[config.mk]
export PLATFORM = sky130hd
export DESIGN_NAME = dcfg_decoder
export DESIGN_NICKNAME = d
export VERILOG_FILES = /design/src/rtl/dcfg_pkg.sv /design/src/rtl/dcfg_seq.sv /design/src/rtl/dcfg_regs.sv /design/src/rtl/dcfg_view.sv /design/src/rtl/dcfg_decoder.sv
export SDC_FILE = /design/constraint.sdc
export NUM_CORES = 1
export LEC_CHECK = 0
export ABC_AREA = 1
export BUFFER_PORTS_ARGS = -buffer_cell sky130_fd_sc_hd__buf_2
export CORE_MARGIN = 8
export CORE_UTILIZATION = 55
export DETAILED_ROUTE_END_ITERATION = 10
export PLACE_DENSITY = 0.81
export SLEW_MARGIN = 5
export SYNTH_ARGS = -nofsm -noshare
export SYNTH_HDL_FRONTEND = slang
export SYNTH_HIERARCHICAL = 1
export SYNTH_SLANG_ARGS = --single-unit
export TNS_END_PERCENT = 1
[constraint.sdc]
create_clock -name clk -period 4.7 [get_ports clk]
set_clock_uncertainty 0.1 [all_clocks]
set_input_delay 0.94 -clock clk [delete_from_list [all_inputs] [get_ports clk]]
set_output_delay 0.94 -clock clk [all_outputs]
set_load 0.005 [all_outputs]
[src/rtl/dcfg_pkg.sv]
package dcfg_pkg;
  localparam int DW     = 8;
  localparam int LINE_W = 6;

  typedef enum logic [3:0] {
    OP_NONE, OP_START, OP_CONTRAST, OP_MUX, OP_OFFSET, OP_CLKDIV,
    OP_PRECH, OP_COMCFG, OP_VCOM, OP_DCDC, OP_REMAP, OP_ENTIRE,
    OP_INVERSE, OP_DISP, OP_COMDIR
  } op_e;

  typedef enum logic [1:0] {
    PWR_SLEEP = 2'd0,
    PWR_EXT   = 2'd1,
    PWR_INT   = 2'd2
  } pwr_e;

  typedef struct packed {
    logic [DW-1:0]     contrast;
    logic [LINE_W-1:0] start;
    logic              remap;
    logic              entire;
    logic              inverse;
    logic [LINE_W-1:0] mux;
    logic              dcdc;
    logic              disp;
    logic              com_rev;
    logic [LINE_W-1:0] offset;
    logic [DW-1:0]     clkdiv;
    logic [DW-1:0]     prech;
    logic [DW-1:0]     comcfg;
    logic [DW-1:0]     vcom;
  } cfg_t;

  localparam cfg_t CFG_RST = '{
    contrast: 8'h80, start: 6'd0, remap: 1'b0, entire: 1'b0,
    inverse: 1'b0, mux: 6'h3F, dcdc: 1'b1, disp: 1'b0, com_rev: 1'b0,
    offset: 6'd0, clkdiv: 8'h50, prech: 8'h22, comcfg: 8'h12,
    vcom: 8'h35
  };
endpackage

[src/rtl/dcfg_seq.sv]
module dcfg_seq
  import dcfg_pkg::*;
#(
  parameter int BOOT_CYCLES = 16
) (
  input  logic          clk,
  input  logic          rst_n,
  input  logic          cmd_valid,
  input  logic [DW-1:0] cmd_byte,
  output op_e           op_o,
  output logic [DW-1:0] data_o,
  output logic          busy_o
);
  localparam int CNT_W = $clog2(BOOT_CYCLES + 1);
  localparam logic [CNT_W-1:0] CNT_INIT = CNT_W'(BOOT_CYCLES);

  logic [CNT_W-1:0] cnt_q, cnt_d;
  logic             apply_q, apply_d;
  op_e              pend_q, pend_d;
  op_e              dec_op;
  logic             dec_two;
  logic             accept;

  assign busy_o = (cnt_q != '0) | apply_q;
  assign accept = cmd_valid & ~busy_o;
  assign data_o = cmd_byte;

  // opcode decode: target register and whether a data byte follows
  always_comb begin
    dec_op  = OP_NONE;
    dec_two = 1'b0;
    casez (cmd_byte)
      8'b01??????: dec_op = OP_START;
      8'h81:       begin dec_op = OP_CONTRAST; dec_two = 1'b1; end
      8'hA8:       begin dec_op = OP_MUX;      dec_two = 1'b1; end
      8'hD3:       begin dec_op = OP_OFFSET;   dec_two = 1'b1; end
      8'hD5:       begin dec_op = OP_CLKDIV;   dec_two = 1'b1; end
      8'hD9:       begin dec_op = OP_PRECH;    dec_two = 1'b1; end
      8'hDA:       begin dec_op = OP_COMCFG;   dec_two = 1'b1; end
      8'hDB:       begin dec_op = OP_VCOM;     dec_two = 1'b1; end
      8'hAD:       begin dec_op = OP_DCDC;     dec_two = 1'b1; end
      8'h8A, 8'h8B: dec_op = OP_DCDC;
      8'hA0, 8'hA1: dec_op = OP_REMAP;
      8'hA4, 8'hA5: dec_op = OP_ENTIRE;
      8'hA6, 8'hA7: dec_op = OP_INVERSE;
      8'hAE, 8'hAF: dec_op = OP_DISP;
      8'b1100????: dec_op = OP_COMDIR;
      default:     dec_op = OP_NONE;
    endcase
  end

  // next state
  always_comb begin
    op_o    = OP_NONE;
    pend_d  = pend_q;
    apply_d = accept;
    cnt_d   = (cnt_q != '0) ? cnt_q - CNT_W'(1) : cnt_q;
    if (accept) begin
      if (pend_q != OP_NONE) begin
        op_o   = pend_q;
        pend_d = OP_NONE;
      end else if (dec_two) begin
        pend_d = dec_op;
      end else begin
        op_o = dec_op;
      end
    end
  end

  // registers
  always_ff @(posedge clk or negedge rst_n) begin
    if (!rst_n) begin
      cnt_q   <= CNT_INIT;
      apply_q <= 1'b0;
      pend_q  <= OP_NONE;
    end else begin
      cnt_q   <= cnt_d;
      apply_q <= apply_d;
      pend_q  <= pend_d;
    end
  end

  // an accepted byte raises busy in the next cycle
  a_r11_busy_after_accept: assert property (@(posedge clk) disable iff (!rst_n)
    accept |=> busy_o);

  // once boot is over, busy never lasts two cycles
  a_r11_busy_one_cycle: assert property (@(posedge clk) disable iff (!rst_n)
    (busy_o && cnt_q == '0) |=> !busy_o);

  // a data byte consumed for a pending target clears the pending state
  a_r3_pending_cleared: assert property (@(posedge clk) disable iff (!rst_n)
    (accept && pend_q != OP_NONE) |=> pend_q == OP_NONE);

  // the boot window counts down one per cycle
  a_r10_boot_countdown: assert property (@(posedge clk) disable iff (!rst_n)
    (cnt_q != '0) |=> cnt_q == $past(cnt_q) - CNT_W'(1));
endmodule

[src/rtl/dcfg_regs.sv]
module dcfg_regs
  import dcfg_pkg::*;
(
  input  logic          clk,
  input  logic          rst_n,
  input  op_e           op_i,
  input  logic [DW-1:0] data_i,
  output cfg_t          cfg_o
);
  cfg_t cfg_q, cfg_d;

  assign cfg_o = cfg_q;

  always_comb begin
    cfg_d = cfg_q;
    case (op_i)
      OP_START:    cfg_d.start    = data_i[LINE_W-1:0];
      OP_CONTRAST: cfg_d.contrast = data_i;
      OP_MUX:      cfg_d.mux      = data_i[LINE_W-1:0];
      OP_OFFSET:   cfg_d.offset   = data_i[LINE_W-1:0];
      OP_CLKDIV:   cfg_d.clkdiv   = data_i;
      OP_PRECH:    cfg_d.prech    = data_i;
      OP_COMCFG:   cfg_d.comcfg   = data_i;
      OP_VCOM:     cfg_d.vcom     = data_i;
      OP_DCDC:     cfg_d.dcdc     = data_i[0];
      OP_REMAP:    cfg_d.remap    = data_i[0];
      OP_ENTIRE:   cfg_d.entire   = data_i[0];
      OP_INVERSE:  cfg_d.inverse  = data_i[0];
      OP_DISP:     cfg_d.disp     = data_i[0];
      OP_COMDIR:   cfg_d.com_rev  = data_i[3];
      default:     ;
    endcase
  end

  always_ff @(posedge clk or negedge rst_n) begin
    if (!rst_n) cfg_q <= CFG_RST;
    else        cfg_q <= cfg_d;
  end

  // with no operation issued the register file holds its contents
  a_r12_hold_idle: assert property (@(posedge clk) disable iff (!rst_n)
    (op_i == OP_NONE) |=> $stable(cfg_q));
endmodule

[src/rtl/dcfg_view.sv]
module dcfg_view
  import dcfg_pkg::*;
(
  input  logic          disp_on,
  input  logic          dcdc_en,
  input  logic          entire_on,
  input  logic          inverse,
  input  logic          busy,
  input  logic          ram_bit,
  output logic [DW-1:0] status_o,
  output logic [1:0]    power_o,
  output logic          lit_o
);
  pwr_e pwr;

  always_comb begin
    if (!disp_on)     pwr = PWR_SLEEP;
    else if (dcdc_en) pwr = PWR_INT;
    else              pwr = PWR_EXT;
  end

  assign power_o  = pwr;
  assign status_o = {busy, ~disp_on, {(DW-2){1'b0}}};
  assign lit_o    = entire_on | (ram_bit ^ inverse);
endmodule

[src/rtl/dcfg_decoder.sv]
module dcfg_decoder
  import dcfg_pkg::*;
#(
  parameter int BOOT_CYCLES = 16,
  parameter int SYNC_STAGES = 2
) (
  input  logic          clk,
  input  logic          rst_n,
  input  logic          cmd_valid,
  input  logic [7:0]    cmd_byte,
  input  logic          ram_bit,
  output logic [7:0]    contrast,
  output logic [5:0]    start_line,
  output logic          seg_remap,
  output logic          entire_on,
  output logic          inverse,
  output logic [5:0]    mux_ratio,
  output logic          dcdc_en,
  output logic          disp_on,
  output logic          com_reverse,
  output logic [5:0]    disp_offset,
  output logic [7:0]    clk_div,
  output logic [7:0]    precharge,
  output logic [7:0]    com_cfg,
  output logic [7:0]    vcom_level,
  output logic          busy,
  output logic [7:0]    status_byte,
  output logic [1:0]    power_mode,
  output logic          pixel_lit
);
  logic [SYNC_STAGES-1:0] sync_q;
  logic                   rst_core_n;
  op_e                    op;
  logic [DW-1:0]          data;
  cfg_t                   cfg;

  // asynchronous assert, synchronous release
  always_ff @(posedge clk or negedge rst_n) begin
    if (!rst_n) sync_q <= '0;
    else        sync_q <= {sync_q[SYNC_STAGES-2:0], 1'b1};
  end
  assign rst_core_n = sync_q[SYNC_STAGES-1];

  dcfg_seq #(.BOOT_CYCLES(BOOT_CYCLES)) u_seq (
    .clk(clk), .rst_n(rst_core_n), .cmd_valid(cmd_valid),
    .cmd_byte(cmd_byte), .op_o(op), .data_o(data), .busy_o(busy)
  );

  dcfg_regs u_regs (
    .clk(clk), .rst_n(rst_core_n), .op_i(op), .data_i(data), .cfg_o(cfg)
  );

  dcfg_view u_view (
    .disp_on(cfg.disp), .dcdc_en(cfg.dcdc), .entire_on(cfg.entire),
    .inverse(cfg.inverse), .busy(busy), .ram_bit(ram_bit),
    .status_o(status_byte), .power_o(power_mode), .lit_o(pixel_lit)
  );

  assign contrast    = cfg.contrast;
  assign start_line  = cfg.start;
  assign seg_remap   = cfg.remap;
  assign entire_on   = cfg.entire;
  assign inverse     = cfg.inverse;
  assign mux_ratio   = cfg.mux;
  assign dcdc_en     = cfg.dcdc;
  assign disp_on     = cfg.disp;
  assign com_reverse = cfg.com_rev;
  assign disp_offset = cfg.offset;
  assign clk_div     = cfg.clkdiv;
  assign precharge   = cfg.prech;
  assign com_cfg     = cfg.comcfg;
  assign vcom_level  = cfg.vcom;

  // a byte offered while busy leaves every register unchanged
  a_r10_reject_busy: assert property (@(posedge clk) disable iff (!rst_core_n)
    (cmd_valid && busy) |=> $stable(cfg));

  // status on/off bit tracks a display enable change
  a_r8_status_follows: assert property (@(posedge clk) disable iff (!rst_core_n)
    $rose(disp_on) |-> $fell(status_byte[6]));

  // a disabled display always reports sleep
  a_r9_sleep_when_off: assert property (@(posedge clk) disable iff (!rst_core_n)
    !disp_on |-> power_mode == 2'd0);

  // forced-on overrides RAM content and inverse video
  a_r7_forced_on_wins: assert property (@(posedge clk) disable iff (!rst_core_n)
    entire_on |-> pixel_lit);
endmodule

==> summary.txt <==
Outcome
  • Outcome: complete, no violations

Global routing
  • Wire length of the first global-routing pass: 15900 um
  • Via count of the first global-routing pass: 3360
  • Number of antenna violations at the first check in global routing: 0
  • Pin count of the biggest net entering global routing: 51
  • Gr usage total: 20.1%
  • Total congestion overflow: 0

Worst setup path
  • Cell repeated most along the worst path: sky130_fd_sc_hd__nand2_1
  • Start-to-end type of the worst setup path: in -> reg
  • Type of destination of the critical path: flop
  • Arrival time worst endpoint: 3330 ps
  • Type of element launching the critical path: primary input
  • Critical Path, Cell by Cell: buf_2 -> nand2_1 -> nor2_4 -> inv_1 -> nor2_1 -> nor2_1 -> nand3_1 -> nand2_1 -> a21oi_1 -> inv_1 -> nor2_2 -> nand2_1 -> nand2_1 -> nand2_1
  • Worst EP required: 4850 ps
  • Peak fanout along the critical path: 14
  • CP max stage cell: sky130_fd_sc_hd__nor2_2
  • Peak per-stage delay on the critical path: 400 ps

Die
  • Horizontal die dimension: 98.9 um
  • Starting utilization of the core area: 56.3%
  • Full die area: 9790 um^2
  • CORE AREA: 6720 um^2
  • IO Pins: 88
  • Die height: 98.9 um
  • FP Rows: 30

Clock network
  • Deepest clock path buffer count: 2
  • Number of buffers created by CTS: 9
  • Hold buffers post-CTS: 0
  • Clock slew at the register clock pins of the worst setup and hold paths: 80 ps
  • H-tree levels: 3
  • Setup Fix Bufs, Post-CTS: 0
  • Resized cells post-CTS: 0
  • Clk Latency, worst-skew pair: 350 ps
  • Clock tree from TritonCTS: built
  • Cell chosen for the clock root: sky130_fd_sc_hd__clkbuf_8
  • CTS Sinks: 76

Synthesis
  • Fraction of synthesized cell area taken by the top area cell type: 37.7%
  • Cell type contributing the most total cell area after synthesis: sky130_fd_sc_hd__dfrtp_1
  • Yosys Warn Count: 6
  • Yosys reg bits: 76
  • Post-synth design cell area: 3780 um^2
  • Share of the yosys chip area belonging to registers: 50.9%
  • Number of standard cells after synthesis: 487
  • Most area-consuming cells after synthesis: sky130_fd_sc_hd__dfrtp_1 (38%), sky130_fd_sc_hd__nand2_1 (20%), sky130_fd_sc_hd__dfstp_2 (13%), sky130_fd_sc_hd__nand3_1 (8.5%), sky130_fd_sc_hd__nor2_1 (3.5%)
  • Number of distinct library cells after synthesis: 29
  • Syn avg cell area: 7.77 um^2

Finish
  • Area growth from synthesis to layout: 17.5%
  • Cell Count, Final, Fillers Out: 646
  • Share of post-route cells with drive strength above 1: 26.7%
  • Post-Route Utilization: 66.2%
  • Final Net Count: 574
  • Antenna fix cells: 0

Routing
  • Met2 routed wirelength: 4620 um
  • DRC violations left: 0
  • Final antenna-violating net count: 0
  • Vias after detailed routing: 3404
  • Total wire length: 9670 um
  • Detail-routed via count per cell: 5.27
  • First-pass DRT Iterations: 5
  • Wire length on met3: 690 um
  • Detail-routed net length per standard cell: 15.0 um
  • Highest metal layer used by the detailed router: met4
  • Post-route met1 wirelength: 4260 um
  • Iter 0 DRT Violations: 220

STA
  • Setup repair after global routing missed its margin: false
  • Final setup TNS: 0 ps
  • Final critical-path required period: 3180 ps
  • Total of endpoints with negative setup slack in the final report: 0
  • Worst slew margin: 28.2%
  • Number of hold-slack violations in the final timing report: 0
  • Setup slack after layout: 1520 ps
  • Fmax achieved: 314 MHz
  • Post-route clock period utilization: 67.7%
  • Final-report max-slew violation count: 0
  • Measured slew at the worst slew-check pin: 1080 ps

Pwr
  • Worst IR Drop VDD: 0.346 mV
  • Power per unit of standard cell area: 443 nW/um^2
  • Static Leak: 2.57 nW

Placement
  • Setup Slack @ Placement: 1210 ps
  • Total of buffers placed on input and output ports: 81
  • Placed Cells incl. Taps: 630
  • Routability congestion estimate from global placement: 0.943
  • Post-DP HPWL: 6780 um

Worst hold path
  • Hold Path Class: in -> async

Run
  • Maximum capacitance violations: 0
[per-layer routing]
layer | vias to the layer above | GRT usage, %
li1 | 1638 | -
met1 | 1625 | 24.9
met2 | 130 | 32.5
met3 | 11 | 6.20
met4 | 0 | 6.26
met5 | - | 0
[cells in the mapped netlist]
cell type                    n
sky130_fd_sc_hd__nor2_1     35
sky130_fd_sc_hd__nand3_1    64
sky130_fd_sc_hd__nor2_2      6
sky130_fd_sc_hd__clkinv_1    1
sky130_fd_sc_hd__nand3_4     1
sky130_fd_sc_hd__dfrtp_1    57
sky130_fd_sc_hd__nand2_4     1
sky130_fd_sc_hd__and2_4      1
sky130_fd_sc_hd__nand2_1   205
sky130_fd_sc_hd__o21ai_2     1
sky130_fd_sc_hd__ha_1        1
sky130_fd_sc_hd__inv_2       4
sky130_fd_sc_hd__nand2_2     3
sky130_fd_sc_hd__nor2_8      1
sky130_fd_sc_hd__conb_1      2
sky130_fd_sc_hd__xor2_1      1
sky130_fd_sc_hd__clkbuf_1    2
sky130_fd_sc_hd__buf_2      11
sky130_fd_sc_hd__inv_1      32
sky130_fd_sc_hd__a21oi_2     1
sky130_fd_sc_hd__buf_4      16
sky130_fd_sc_hd__nand3_2     3
sky130_fd_sc_hd__o21ai_0     2
sky130_fd_sc_hd__or2_4       1
sky130_fd_sc_hd__nand4_1     5
sky130_fd_sc_hd__nor2_4      3
sky130_fd_sc_hd__a21oi_1     6
sky130_fd_sc_hd__dfstp_2    19
sky130_fd_sc_hd__clkbuf_2    2
[layout by cell type, fill, tap and decap left out]
cell type	count
sky130_fd_sc_hd__clkbuf_8	9
sky130_fd_sc_hd__conb_1	7
sky130_fd_sc_hd__nand3_1	64
sky130_fd_sc_hd__clkinv_4	2
sky130_fd_sc_hd__buf_2	81
sky130_fd_sc_hd__nor2_1	35
sky130_fd_sc_hd__nand2_4	1
sky130_fd_sc_hd__dfstp_2	19
sky130_fd_sc_hd__a21oi_2	1
sky130_fd_sc_hd__nor2_2	6
sky130_fd_sc_hd__nand4_1	5
sky130_fd_sc_hd__ha_1	1
sky130_fd_sc_hd__nand2_2	3
sky130_fd_sc_hd__dfrtp_1	56
sky130_fd_sc_hd__nand3_2	3
sky130_fd_sc_hd__nand2_1	205
sky130_fd_sc_hd__nor2_8	1
sky130_fd_sc_hd__xor2_1	1
sky130_fd_sc_hd__o21ai_2	1
sky130_fd_sc_hd__inv_6	1
sky130_fd_sc_hd__inv_2	4
sky130_fd_sc_hd__o21ai_0	2
sky130_fd_sc_hd__inv_1	32
sky130_fd_sc_hd__buf_4	8
sky130_fd_sc_hd__or2_4	1
sky130_fd_sc_hd__nor2_4	3
sky130_fd_sc_hd__nand3_4	1
sky130_fd_sc_hd__a21oi_1	6
sky130_fd_sc_hd__and2_4	1
sky130_fd_sc_hd__bufinv_16	4
sky130_fd_sc_hd__dfrtp_2	1
sky130_fd_sc_hd__clkinv_1	1
[per-stage QoR]
step	total power (W)	hold slack [ps]	cell area [um^2]
floorplan	0.00111	231	3800
global placement	0.00130	237	4180
detailed placement	0.00131	236	4180
CTS	0.00199	236	4450
global route	0.00208	227	4450
finish	0.00197	252	4450
[layout make-up]
class | count | area (um^2)
fill | 544 | 2270
sequential | 76 | 1930
multi-input combinational | 348 | 1540
timing repair buffer | 89 | 465
clock inverter | 7 | 146
inverter | 37 | 139
clock buffer | 9 | 124
tap | 80 | 100
[kinds of logic after synthesis]
family,Yosys count,synth area share [%]
AOI/OAI and AO/OA,10,1.52
xor gates and xnor gates,1,0.232
adders and majority gates,1,0.331
buffers and inverters,68,8.77
DFF,76,50.9
other,2,0.199
and+or+nand+nor,329,38.0
[critical path: cells and delay by family]
family | cells | cell delay, ps
AOI/OAI and AO/OA | 1 | 300
buffers and inverters | 3 | 400
and+or+nand+nor | 10 | 1690
[worst paths after layout]
| check | from | end | slack (ps) | cells after the start |
|---|---|---|---|---|
| hold reg to reg | sync_q[0] | sync_q[1] | 250 | 0 |
| max in group asynchronous | sync_q[1] | u_regs/cfg_o[17] | 3150 | 1 |
| setup / recovery | cmd_byte[7] | u_regs/cfg_o[8] | 1520 | 14 |
| setup reg to reg | u_seq/cnt_q[0] | u_regs/cfg_o[8] | 1830 | 12 |
| min in group clk | sync_q[0] | sync_q[1] | 250 | 0 |
| hold / removal | rst_n | sync_q[0] | 250 | 1 |
[where the power goes]
group | total (W) | switching (W) | internal, W | leakage (nW)
clock network | 0.000667 | 0.000257 | 0.000410 | 0.134
registers | 0.000901 | 0.0000864 | 0.000815 | 0.950
logic | 0.000402 | 0.000234 | 0.000168 | 1.49
[state kept, by name, summed over array words and instances (netlist names)]
| signal | flops |
|---|---|
| sync_q | 2 |
| u_regs/cfg_o | 64 |
| u_seq/apply_q | 1 |
| u_seq/cnt_q | 5 |
| u_seq/pend_q | 4 |
(Power assumes the default switching activity.)
